File: config.mk
export PLATFORM = sky130hd
export DESIGN_NAME = qdc_counter
export DESIGN_NICKNAME = d
export VERILOG_FILES = /design/src/rtl/qdc_pkg.sv /design/src/rtl/qdc_debounce.sv /design/src/rtl/qdc_decode.sv /design/src/rtl/qdc_core.sv /design/src/rtl/qdc_counter.sv
export SDC_FILE = /design/constraint.sdc
export NUM_CORES = 1
export LEC_CHECK = 0
export BUFFER_PORTS_ARGS = -buffer_cell sky130_fd_sc_hd__buf_2
export CORE_ASPECT_RATIO = 2
export CORE_MARGIN = 3
export CORE_UTILIZATION = 40
export CTS_CLUSTER_SIZE = 20
export DETAILED_ROUTE_END_ITERATION = 16
export PLACE_DENSITY = 0.6
export SYNTH_ARGS = -nofsm -noshare
export SYNTH_HDL_FRONTEND = slang
export SYNTH_HIERARCHICAL = 1
export SYNTH_SLANG_ARGS = --single-unit
File: constraint.sdc
create_clock -name clk -period 4.5 [get_ports clk]
set_input_delay 1.125 -clock clk [delete_from_list [all_inputs] [get_ports clk]]
set_output_delay 1.125 -clock clk [all_outputs]
set_load 0.05 [all_outputs]
File: src/rtl/qdc_pkg.sv
package qdc_pkg;

  typedef enum logic [1:0] {
    MODE_QUAD   = 2'd0,
    MODE_BIN    = 2'd1,
    MODE_DIRLVL = 2'd2,
    MODE_EDGES  = 2'd3
  } qdc_mode_e;

  typedef struct packed {
    logic up;
    logic dn;
    logic bad;
  } qdc_step_t;

endpackage

File: src/rtl/qdc_debounce.sv
module qdc_debounce #(
  parameter int SEL_W = 4
) (
  input  logic             clk,
  input  logic             rst,
  input  logic [SEL_W-1:0] sel,
  input  logic             pin,
  output logic             level
);
  localparam int RUN_W = (1 << SEL_W) - 1;

  logic             sync1, sync2;
  logic [RUN_W-1:0] run;
  logic [RUN_W-1:0] lim;

  assign lim = RUN_W'((32'd1 << sel) - 32'd1);

  always_ff @(posedge clk) begin
    if (rst) begin
      sync1 <= 1'b0;
      sync2 <= 1'b0;
      level <= 1'b0;
      run   <= '0;
    end else begin
      sync1 <= pin;
      sync2 <= sync1;
      if (sync2 != level) begin
        if (run == lim) begin
          level <= sync2;
          run   <= '0;
        end else begin
          run <= run + RUN_W'(1);
        end
      end else begin
        run <= '0;
      end
    end
  end
endmodule

File: src/rtl/qdc_decode.sv
module qdc_decode
  import qdc_pkg::*;
(
  input  logic      clk,
  input  logic      rst,
  input  qdc_mode_e mode,
  input  logic      a,
  input  logic      b,
  output qdc_step_t step
);
  logic       pa, pb;
  logic [1:0] d_gray, d_bin, delta;
  logic       rise_a, rise_b;

  function automatic logic [1:0] gray_pos(input logic [1:0] c);
    case (c)
      2'b00:   gray_pos = 2'd0;
      2'b10:   gray_pos = 2'd1;
      2'b11:   gray_pos = 2'd2;
      default: gray_pos = 2'd3;
    endcase
  endfunction

  always_ff @(posedge clk) begin
    if (rst) begin
      pa <= 1'b0;
      pb <= 1'b0;
    end else begin
      pa <= a;
      pb <= b;
    end
  end

  assign d_gray = gray_pos({a, b}) - gray_pos({pa, pb});
  assign d_bin  = {a, b} - {pa, pb};
  assign delta  = (mode == MODE_QUAD) ? d_gray : d_bin;
  assign rise_a = a & ~pa;
  assign rise_b = b & ~pb;

  always_comb begin
    step = '0;
    case (mode)
      MODE_QUAD, MODE_BIN: begin
        step.up  = (delta == 2'd1);
        step.dn  = (delta == 2'd3);
        step.bad = (delta == 2'd2);
      end
      MODE_DIRLVL: begin
        step.up = rise_a & b;
        step.dn = rise_a & ~b;
      end
      default: begin
        step.up = rise_a & ~rise_b;
        step.dn = rise_b & ~rise_a;
      end
    endcase
  end
endmodule

File: src/rtl/qdc_core.sv
module qdc_core
  import qdc_pkg::*;
#(
  parameter int CNT_W = 32
) (
  input  logic             clk,
  input  logic             rst,
  input  qdc_step_t        step,
  input  logic             zclr,
  input  logic             autozero,
  input  logic             err_clr,
  input  logic [CNT_W-1:0] hi,
  input  logic [CNT_W-1:0] lo,
  output logic [CNT_W-1:0] count,
  output logic             evt,
  output logic             dir_up,
  output logic             irq_hi,
  output logic             irq_lo,
  output logic             err
);
  localparam logic [CNT_W-1:0] ONE = {{(CNT_W-1){1'b0}}, 1'b1};

  always_ff @(posedge clk) begin
    if (rst) begin
      count  <= '0;
      evt    <= 1'b0;
      dir_up <= 1'b0;
      irq_hi <= 1'b0;
      irq_lo <= 1'b0;
      err    <= 1'b0;
    end else begin
      evt    <= 1'b0;
      irq_hi <= 1'b0;
      irq_lo <= 1'b0;
      if (zclr) begin
        count <= '0;
      end else if (step.up) begin
        evt    <= 1'b1;
        dir_up <= 1'b1;
        if (count == hi) begin
          irq_hi <= 1'b1;
          count  <= autozero ? '0 : count + ONE;
        end else begin
          count <= count + ONE;
        end
      end else if (step.dn) begin
        evt    <= 1'b1;
        dir_up <= 1'b0;
        if (count == lo) begin
          irq_lo <= 1'b1;
          count  <= autozero ? '0 : count - ONE;
        end else begin
          count <= count - ONE;
        end
      end
      if (step.bad)    err <= 1'b1;
      else if (err_clr) err <= 1'b0;
    end
  end
endmodule

File: src/rtl/qdc_counter.sv
module qdc_counter
  import qdc_pkg::*;
#(
  parameter int CNT_W  = 32,
  parameter int FILT_W = 4
) (
  input  logic              clk,
  input  logic              rst,
  input  logic [1:0]        cfg_mode,
  input  logic [FILT_W-1:0] cfg_filt,
  input  logic              cfg_zm_en,
  input  logic              cfg_autozero,
  input  logic              err_clr,
  input  logic [CNT_W-1:0]  bound_hi,
  input  logic [CNT_W-1:0]  bound_lo,
  input  logic              in_a,
  input  logic              in_b,
  input  logic              in_z,
  output logic [CNT_W-1:0]  count,
  output logic              cnt_evt,
  output logic              cnt_up,
  output logic              irq_hi,
  output logic              irq_lo,
  output logic              err_flag,
  output logic              btn_level
);
  localparam int NPIN = 3;

  logic [NPIN-1:0] raw, flt;
  qdc_step_t       step;

  assign raw = {in_z, in_b, in_a};

  for (genvar gi = 0; gi < NPIN; gi++) begin : g_flt
    qdc_debounce #(.SEL_W(FILT_W)) u_db (
      .clk  (clk),
      .rst  (rst),
      .sel  (cfg_filt),
      .pin  (raw[gi]),
      .level(flt[gi])
    );
  end

  qdc_decode u_dec (
    .clk (clk),
    .rst (rst),
    .mode(qdc_mode_e'(cfg_mode)),
    .a   (flt[0]),
    .b   (flt[1]),
    .step(step)
  );

  qdc_core #(.CNT_W(CNT_W)) u_core (
    .clk     (clk),
    .rst     (rst),
    .step    (step),
    .zclr    (cfg_zm_en & flt[2]),
    .autozero(cfg_autozero),
    .err_clr (err_clr),
    .hi      (bound_hi),
    .lo      (bound_lo),
    .count   (count),
    .evt     (cnt_evt),
    .dir_up  (cnt_up),
    .irq_hi  (irq_hi),
    .irq_lo  (irq_lo),
    .err     (err_flag)
  );

  assign btn_level = flt[2];
endmodule

==> metrics.md, run 1 <==
| Metric | Value |
|---|---|
| Vias | approximately 8,100 |
| CTS Root Cell | clkbuf_16 |
| Status | complete, no violations |
| CTS H-tree lvls | 3 |
| Largest net degree at the start of global routing | 33 |
| Die Height | around 200 µm |
| Routability congestion estimate | 0.9842 |
| WL final | approximately 27,000 µm |
| Worst-path clk slew | 0.07 ns |
| Synthesized instance count | ~1,000 |
| Number of antenna violations at the first check in global routing | 0 |
| Share of layout cells above drive strength 1 | 17.62% |
| Pwr dens | between 200 and 300 nW/µm² |
| TritonCTS clock tree | yes |
| Core area | 19,010 µm² |
| Initial Util | about two fifths |
| Peak VDD IR | 0.1569 mV |
| Total global routing track utilization | between 20% and 30% |
| Die Width | ~100 µm |
| Die ar. | 21,410 µm² |
| CTS Buffer Depth | 2 |
| IO Count | 116 |
| Mean cell area of the mapped netlist | slightly below 8 µm² |
| DRC Markers | 0 |
| Critical path type | reg2reg |
| Final Setup Violations | 0 |
| Worst skew pair latency | 0.35 ns |
| Hold Buf Count CTS | 0 |
| Clock sink total | 93 |
| TritonCTS buffer count | 9 |
| Routed len/inst | 20.16 µm |
| Post-CTS Setup Inserts | 0 |
| # port buffers | roughly 120 |
| Worst Setup End Kind | flip-flop |
| Commonest non-fill, non-tap cell in the layout | buf_2 |
| Inst Count DP | ~1,300 |
| Syn. warnings | 6 |
| Syn nets | 1,105 |
| Ys async rst share | 0% |
| CP arrival | 4.08 ns |
| Clock skew | 0.01139 ns |
| Final global-route overflow total | 0 |
| Final worst-path cycle share | 84.45% |
| Seq/Total Area, Yosys | 23.75% |
| Post-Syn Area | around 8000 µm² |
| # rows | 71 |
| Tmin final | 3.800 ns |
| Pre-antenna DRT Iters | 4 |
| Worst Hold Class | reg2reg |
| Worst rel slew slack | 25.94% |
| Min-Delay Path Depth | 1 |
| Most frequent cells in the layout | 115 x buf_2, 93 x dfxtp_1, 77 x nor2_1 |
| Yosys reg bits | 93 |
| Hold Fails Final Rpt | 0 |
| Yosys cell types | between 80 and 90 |
| Post-Layout Cell Count | 1,339 |
| Top_reg_cell synth | dfxtp_1 |
| Vias/cell | 6.015 |
| RSZ-0062 raised after global routing | false |
| Total Negative Setup Slacks | 0 ns |
| Worst slew pin tran | 1.111 ns |
| Critical path peak fanout | 10 |
| Diode count | 0 |
| Max-cap violations | 0 |
| Number of synthesized flops with an enable pin | 0 |
| Final worst slack | 0.6998 ns |
| Drt first-iter violations | 294 |
| Leak | 3.366 nW |
| First-pass GRT wire length | about 42,000 µm |
| CP required | 4.78 ns |
| Detail Placement HPWL | 20,880 µm |
| Type of origin of the critical path | flip-flop |
| Pre-CTS setup slack | ~0.42 ns |
| Area grow syn2layout | 11.25% |
| Final ANT Viol Nets | 0 |
| Cts repair resizes | 0 |
| Worst Reg2Reg Path Length in Cells | 12 |
| Max Slew Vio Count | 0 |
| Nets@finish | 1,176 |
| Max Freq | 0.2631 GHz |
| Vias in the first global route | 8,075 |
[layout make-up]
cell class,count,area [µm²]
sequential,93,1862
multi-input combinational,795,5336
inverter,37,138.9
clock inverter,2,12.51
tap,255,319.1
fill,2010,10290
timing repair buffer,146,808.3
clock buffer,11,242.7
[logic make-up (layout without fill, tap and decap cells)]
kind of cell | Yosys count | in the layout | synth area share, %
flip-flops | 93 | 93 | 23.75
adder cells (fa/ha/maj) | 16 | 16 | 2.554
AND/OR/NAND/NOR | 419 | 419 | 29.63
XOR/XNOR | 135 | 135 | 15.26
AO/OA/AOI/OAI | 218 | 218 | 19.75
multiplexers | 7 | 7 | 0.8940
buffers and inverters | 123 | 196 | 8.158
[power by group]
group / internal [mW] / switching (mW)
clock network: 0.380 / 0.328
registers: 0.856 / 0.0975
logic: 0.307 / 0.539
total: 1.54 / 0.965
[critical path, cell delays in order, from the launching register on]
cell and delay, ns:
dfxtp_1 0.44, inv_1 0.10, ha_1 0.30, ha_1 0.18
xnor3_1 0.35, o31a_1 0.28, a31o_1 0.43, inv_1 0.32
nor4_1 0.12, nor3_1 0.59, buf_4 0.29, nand4_1 0.11
a31oi_1 0.20
[flip-flops by register name (all words and copies together) (netlist names)]
name and cells:
g_flt.u_db/level 3, g_flt.u_db/run 45, g_flt.u_db/sync1 3, g_flt.u_db/sync2 3, u_core/count 32, u_core/dir_up 1
u_core/err 1, u_core/evt 1, u_core/irq_hi 1, u_core/irq_lo 1, u_dec/pa 1, u_dec/pb 1
[per-stage QoR]
step / utilization (%) / total power [mW] / hold WS [ns] / instance area (µm²)
CTS: 45.87 / 2.518 / 0.4421 / 8720
floorplan: - / 1.576 / 0.4138 / 7838
global route: 45.87 / 2.617 / 0.4544 / 8720
detailed placement: 44.52 / 1.805 / 0.4239 / 8464
finish: 45.87 / 2.508 / 0.4409 / 8720
global placement: 44.52 / 1.806 / 0.4180 / 8464
[synthesized netlist by cell type (all sizes together), types with 4 or more instances]
cell type | instances | area share (%)
or2b | 4 | 0.38
o31ai | 17 | 2.0
o21ai | 33 | 2.1
or3 | 13 | 1.1
or4 | 16 | 1.8
a31oi | 20 | 1.8
and3 | 30 | 2.4
a21oi | 51 | 3.3
or2 | 4 | 0.32
inv | 37 | 1.8
nand2b | 24 | 1.9
a32oi | 5 | 0.56
o32ai | 4 | 0.45
mux2i | 7 | 0.89
a221oi | 11 | 1.4
o211ai | 10 | 0.96
buf | 59 | 5.1
nand3 | 37 | 2.4
dfxtp | 93 | 24
a211oi | 4 | 0.38
nand2 | 65 | 3.3
o2111ai | 4 | 0.45
nor2b | 8 | 0.64
nor4b | 5 | 0.56
a21o | 6 | 0.57
nor3 | 57 | 3.8
o22ai | 10 | 0.80
nor2 | 79 | 4.0
o221ai | 5 | 0.56
xor2 | 69 | 7.7
xnor2 | 65 | 7.3
nand4 | 30 | 2.4
ha | 16 | 2.6
a22oi | 5 | 0.48
clkbuf | 27 | 1.3
nor4 | 23 | 1.8
and2 | 7 | 0.56
[worst paths after layout]
| kind | from | end | slack [ns] |
|---|---|---|---|
| setup / recovery | g_flt[0].u_db/level$_SDFFE_PP0P_ | u_core/count[7]$_SDFFE_PP0N_ | 0.70 |
| hold reg to reg | g_flt[2].u_db/sync1$_SDFF_PP0_ | g_flt[2].u_db/sync2$_SDFF_PP0_ | 0.44 |
| setup reg to reg | g_flt[0].u_db/level$_SDFFE_PP0P_ | u_core/count[7]$_SDFFE_PP0N_ | 0.70 |
| hold / removal | g_flt[2].u_db/sync1$_SDFF_PP0_ | g_flt[2].u_db/sync2$_SDFF_PP0_ | 0.44 |
[routing by layer]
metal	global-route usage [%]	wire [µm]	part of all wire (%)	vias to the layer above
met3	3.035	1331	4.9	125
li1	-	-	-	3802
met5	0	0	0	-
met2	48.94	14900	55	353
met1	21.56	8695	32	3774
met4	18.54	2057	7.6	0
No activity file was read; power rests on OpenSTA's default activity.
==> run 2: changes to the inputs <==
Settings changed: PLACE_DENSITY 0.6 to 0.63.
Clock period 4.5 ns to 3.2 ns, I/O delays scaled along.
==> run 2 against run 1 <==
Effect of this change:
- clock skew fell by 0.0027 ns
- via count rose by 3.6%
- non-clock buffer count rose by 69
- register-to-register slack got worse by 0.53 ns
- wire length rose by 2.7%
- setup slack got worse by 0.53 ns
- worst hold slack got worse by 0.0021 ns
- total power rose by 50%
- clock-buffer cell count did not move
- utilization rose by 3.7 points
- combinational power rose by 55%
- sequential share of layout area fell by 1.6 points
- critical path type is now in2reg
- largest power group unchanged
==> metrics.md, run 2 (same netlist as run 1, synthesis figures left out) <==
| Metric | Value |
|---|---|
| Vias in the first global route | 8,264 |
| Slowest cell on the critical path | or4_1 |
| First-pass GRT wire length | 43,260 µm |
| Diode count | 0 |
| TritonCTS clock tree | yes |
| Worst slew pin tran | 0.6299 ns |
| Initial Util | slightly above 40% |
| Nets@finish | between 1,000 and 1,500 |
| Die Width | around 100 µm |
| CTS Buffer Depth | 2 |
| CP required | 3.49 ns |
| # fillers | 1,982 |
| Max-cap violations | 0 |
| Share of layout cells above drive strength 1 | 23.10% |
| # rows | 71 |
| # port buffers | roughly 120 |
| Final global-route overflow total | 0 |
| Routability congestion estimate | 0.9949 |
| Worst skew pair latency | approximately 0.36 ns |
| Largest net degree at the start of global routing | 22 |
| CP delay by family, top | simple AND/OR/NAND/NOR gates |
| Peak VDD IR | 0.2478 mV |
| Detail Placement HPWL | 21,760 µm |
| Final core occ | around half |
| Core area | 19,010 µm² |
| Status | complete, no violations |
| Cts repair resizes | 0 |
| Critical path type | in2reg |
| Area grow syn2layout | 20.19% |
| Leak | ~3.8 nW |
| IO Count | 116 |
| CP most frequent cell | nor4_1 |
| Pre-CTS setup slack | -0.2531 ns |
| TritonCTS buffer count | 9 |
| Worst Setup End Kind | flip-flop |
| Hold Buf Count CTS | 0 |
| CTS Root Cell | clkbuf_16 |
| Tmin final | approximately 3.0 ns |
| Clock skew | 0.008719 ns |
| Routed len/inst | roughly 20 µm |
| Type of origin of the critical path | input port |
| Post-CTS Setup Inserts | 0 |
| Die Height | ~200 µm |
| Max Slew Vio Count | 0 |
| Final Setup Violations | 0 |
| DRC Markers | 0 |
| Pre-antenna DRT Iters | 5 |
| Commonest non-fill, non-tap cell in the layout | buf_2 |
| Largest Register | g_flt.u_db/run |
| CP cell instances | buf_2 > or2_4 > or3_1 > ha_2 > or2b_1 > nor4_1 > nor4_1 > o2111ai_1 > buf_4 > or4_1 > a21oi_1 |
| Critical path's largest stage delay | 0.45 ns |
| Worst-path clk slew | 0.07 ns |
| Max Freq | approximately 0.33 GHz |
| Max FFs per register | 45 |
| Total Negative Setup Slacks | 0 ns |
| Final worst slack | 0.1699 ns |
| Total global routing track utilization | about a quarter |
| Pwr dens | 398.6 nW/µm² |
| CP arrival | roughly 3.3 ns |
| Most frequent cells in the layout | 115 x buf_2, 93 x dfxtp_1, 90 x buf_4 |
| Vias/cell | 5.911 |
| Clock sink total | 93 |
| Worst Hold Class | reg2reg |
| Crit path buf inv count | 2 |
| Final worst-path cycle share | between 90% and 100% |
| WL final | 27,700 µm |
| Die ar. | 21,410 µm² |
| RSZ-0062 raised after global routing | true |
| Tot Pwr | 3.754 mW |
| Drt first-iter violations | 371 |
| Final ANT Viol Nets | 0 |
| Critical path peak fanout | 10 |
| CTS H-tree lvls | 3 |
| Hold Fails Final Rpt | 0 |
| Largest regs | g_flt.u_db/run (45), u_core/count (32) |
| Worst rel slew slack | between 50 and 60% |
| Vias | between 8,000 and 9,000 |
| Number of antenna violations at the first check in global routing | 0 |
## run 2: cell types whose count changed in the layout (fill, tap and decap cells not counted), moves of 2 or more
cell and change:
buf_12 +8, a2111oi_0 -2, buf_4 +59, a2111oi_1 +2, buf_6 +2, nor4_1 -2
## run 2: stage by stage
step | hold slack (ns) | cell area (µm²) | instances
6_report | 0.4387 | 9420 | 1411
4_1_cts | 0.4397 | 9402 | 1411
3_3_place_gp | 0.4163 | 9109 | 1395
2_1_floorplan | 0.4138 | 7879 | 1011
3_5_place_dp | 0.4279 | 9109 | 1395
5_1_grt | 0.4510 | 9420 | 1411
## run 2: power by group
group	switching (mW)	internal (mW)
sequential	0.116	1.20
combinational	0.808	0.505
clock	0.512	0.611
## run 2: worst paths after layout
path | depth (start not counted) | start | end | slack [ns]
worst max-delay path | 11 | cfg_filt[3] | g_flt[2].u_db/level$_SDFFE_PP0P_ | 0.17
worst min-delay path | 1 | g_flt[1].u_db/sync1$_SDFF_PP0_ | g_flt[1].u_db/sync2$_SDFF_PP0_ | 0.44
worst max register to register | 14 | u_dec/pa$_SDFF_PP0_ | u_core/count[7]$_SDFFE_PP0N_ | 0.17
worst min register to register | 1 | g_flt[1].u_db/sync1$_SDFF_PP0_ | g_flt[1].u_db/sync2$_SDFF_PP0_ | 0.44
## run 2: layout make-up
cell class | instances | area [µm²] | area share (%)
Sequential cell | 93 | 1862 | 19.76
Multi-Input combinational cell | 795 | 5374 | 57.05
Clock buffer | 11 | 232.7 | 2.470
Clock inverter | 5 | 60.06 | 0.6375
Timing Repair Buffer | 215 | 1434 | 15.22
Tap cell | 255 | 319.1 | 3.387
Inverter | 37 | 138.9 | 1.474
## run 2: layer usage
metal  vias up  wire, µm  part of all wire [%]  GRT usage (%)
li1       3959         -                     -              -
met1      3892      8997                    32          23.30
met2       362     15030                    54          50.00
met3       127      1317                   4.8          3.162
met4         0      2354                   8.5          20.23
met5         -         0                     0              0
==> run 3: changes to the inputs <==
Settings changed: CORE_UTILIZATION 40 to 50, PLACE_DENSITY 0.63 to 0.72.
Clock period 3.2 ns to 3 ns, I/O delays scaled along.
==> run 3 against run 2 <==
Effect of this change:
- total power up 12%
- final cell count decreased by 1.2%
- highest routed layer unchanged
- clock power up 16%
- utilization is 15 points higher
- flip-flop and latch count unchanged
- sequential power rose by 6%
==> metrics.md, run 3 (same netlist as run 1, synthesis figures left out) <==
| Metric | Value |
|---|---|
| Status | complete, no violations |
| CP arrival | 3.19 ns |
| Met2 wire len | 14,740 µm |
| Share of layout cells above drive strength 1 | 29.18% |
| Core area | approximately 15,000 µm² |
| Finished Cell Area | 9925 µm² |
| IO Count | 116 |
| Largest regs | g_flt.u_db/run (45), u_core/count (32) |
| Final ANT Viol Nets | 0 |
| TritonCTS clock tree | yes |
| Worst-path clk slew | 0.07 ns |
| Vias/cell | 6.171 |
| Drt first-iter violations | between 300 and 400 |
| Max-cap violations | 0 |
| CTS H-tree lvls | 3 |
| First-pass GRT wire length | between 40,000 and 50,000 µm |
| Placed Area | between 9000 and 10,000 µm² |
| Die Height | between 150 and 200 µm |
| Peak VDD IR | 0.3093 mV |
| Vias in the first global route | 8,648 |
| Final worst-path cycle share | 97.86% |
| Tmin final | 2.936 ns |
| # port buffers | 115 |
| Type of origin of the critical path | flip-flop |
| Worst slew pin tran | ~0.65 ns |
| Worst rel slew slack | 56.60% |
| Routability congestion estimate | 1.020 |
| Initial Util | 51.24% |
| Critical path peak fanout | 11 |
| Die Width | 94.53 µm |
| Vias | 8,603 |
| CP required | 3.25 ns |
| Largest net degree at the start of global routing | 32 |
| Final Setup Violations | 0 |
| CTS Buffer Depth | 2 |
| RSZ-0062 raised after global routing | true |
| Nets@finish | 1,285 |
| Commonest non-fill, non-tap cell in the layout | buf_4 |
| Clock skew | 0.01216 ns |
| Total global routing track utilization | 32.27% |
| Diode count | 0 |
| Worst Hold Class | reg2reg |
| Met1 wire length | just under 9000 µm |
| Clock sink total | between 90 and 100 |
| Total Negative Setup Slacks | 0 ns |
| Pre-CTS setup slack | -0.3786 ns |
| DRC Markers | 0 |
| Final worst slack | 0.06434 ns |
| Met3 WL | about 1600 µm |
| Leak | ~4.0 nW |
| Critical path type | reg2reg |
| Die ar. | 17,300 µm² |
| Pre-antenna DRT Iters | 5 |
| Pwr dens | 422.5 nW/µm² |
| Hold Fails Final Rpt | 0 |
| Worst Setup End Kind | flip-flop |
| Hold_ws | roughly 0.44 ns |
| Final global-route overflow total | 0 |
| Max Freq | 0.3406 GHz |
| Number of antenna violations at the first check in global routing | 0 |
| TritonCTS buffer count | 9 |
| Max Slew Vio Count | 0 |
| Max FFs per register | 45 |
| Area grow syn2layout | 26.63% |
| Largest Register | g_flt.u_db/run |
| Detail Placement HPWL | 21,380 µm |
| Routed len/inst | 19.89 µm |
| Top sig layer | met4 |
| Worst skew pair latency | roughly 0.36 ns |
| CTS Root Cell | clkbuf_16 |
| WL final | about 28,000 µm |
| Most frequent cells in the layout | 126 x buf_4, 115 x buf_2, 91 x dfxtp_1 |
| # rows | 64 |
-- run 3: cell types whose count changed in the layout (fill, tap and decap cells not counted), sizes merged --
cell and change:
clkinvlp -1, bufinv +1, clkinv +1, clkbuf -1, buf +40
-- run 3: per-layer routing --
| metal | up-vias | GRT usage [%] |
|---|---|---|
| li1 | 4026 | - |
| met1 | 4012 | 29.37 |
| met2 | 414 | 60.05 |
| met3 | 151 | 5.131 |
| met4 | 0 | 26.95 |
| met5 | - | 0 |
-- run 3: worst paths after layout --
kind / from / to / slack, ns / cells after the start
setup reg to reg: u_dec/pb$_SDFF_PP0_ / u_core/count[2]$_SDFFE_PP0N_ / 0.06 / 13
hold / removal: g_flt[0].u_db/sync1$_SDFF_PP0_ / g_flt[0].u_db/sync2$_SDFF_PP0_ / 0.44 / 1
setup / recovery: u_dec/pb$_SDFF_PP0_ / u_core/count[2]$_SDFFE_PP0N_ / 0.06 / 13
hold reg to reg: g_flt[0].u_db/sync1$_SDFF_PP0_ / g_flt[0].u_db/sync2$_SDFF_PP0_ / 0.44 / 1
-- run 3: metrics by stage --
step	instances	util [%]	power [mW]
6_report	1394	64.89	4.193
5_1_grt	1394	64.89	4.354
4_1_cts	1388	63.19	4.142
3_5_place_dp	1372	60.80	2.846
3_3_place_gp	1372	60.80	2.830
2_1_floorplan	1011	-	2.376
-- run 3: what timing repair did --
action / 4_1_cts / 5_1_grt
hold endpoints to repair: 0 / 0
pin swaps: 5 / 24
endpoints found under the setup margin: 30 / 71
setup buffers: 0 / 7
hold buffers: 0 / 0
resized for setup: 7 / 47
cloned: 0 / 0
-- run 3: critical path, cell delays in order, from the launching register on --
cell and delay (ns):
dfxtp_1 0.38, ha_4 0.22, inv_1 0.06, ha_2 0.16, xnor3_1 0.37, o31a_1 0.29, a31o_4 0.27, buf_4 0.15
buf_6 0.14, o31a_1 0.15, buf_12 0.16, a21oi_2 0.16, o21ai_0 0.10, a22o_1 0.21
-- run 3: area by class of cell --
cell class / instances / area [µm²]
Inverter: 37 / 138.9
Fill cell: 1369 / 5370
Timing Repair Buffer: 255 / 1723
Clock inverter: 6 / 95.09
Clock buffer: 10 / 239.0
Multi-Input combinational cell: 795 / 5617
Sequential cell: 93 / 1864
Tap cell: 198 / 247.7
-- run 3: where the power goes --
group	switching, mW	total (mW)	leakage [nW]	internal [mW]
clock network	0.539	1.30	0.163	0.762
logic	0.921	1.49	3.10	0.572
registers	0.117	1.40	0.753	1.28
total	1.58	4.19	4.01	2.62
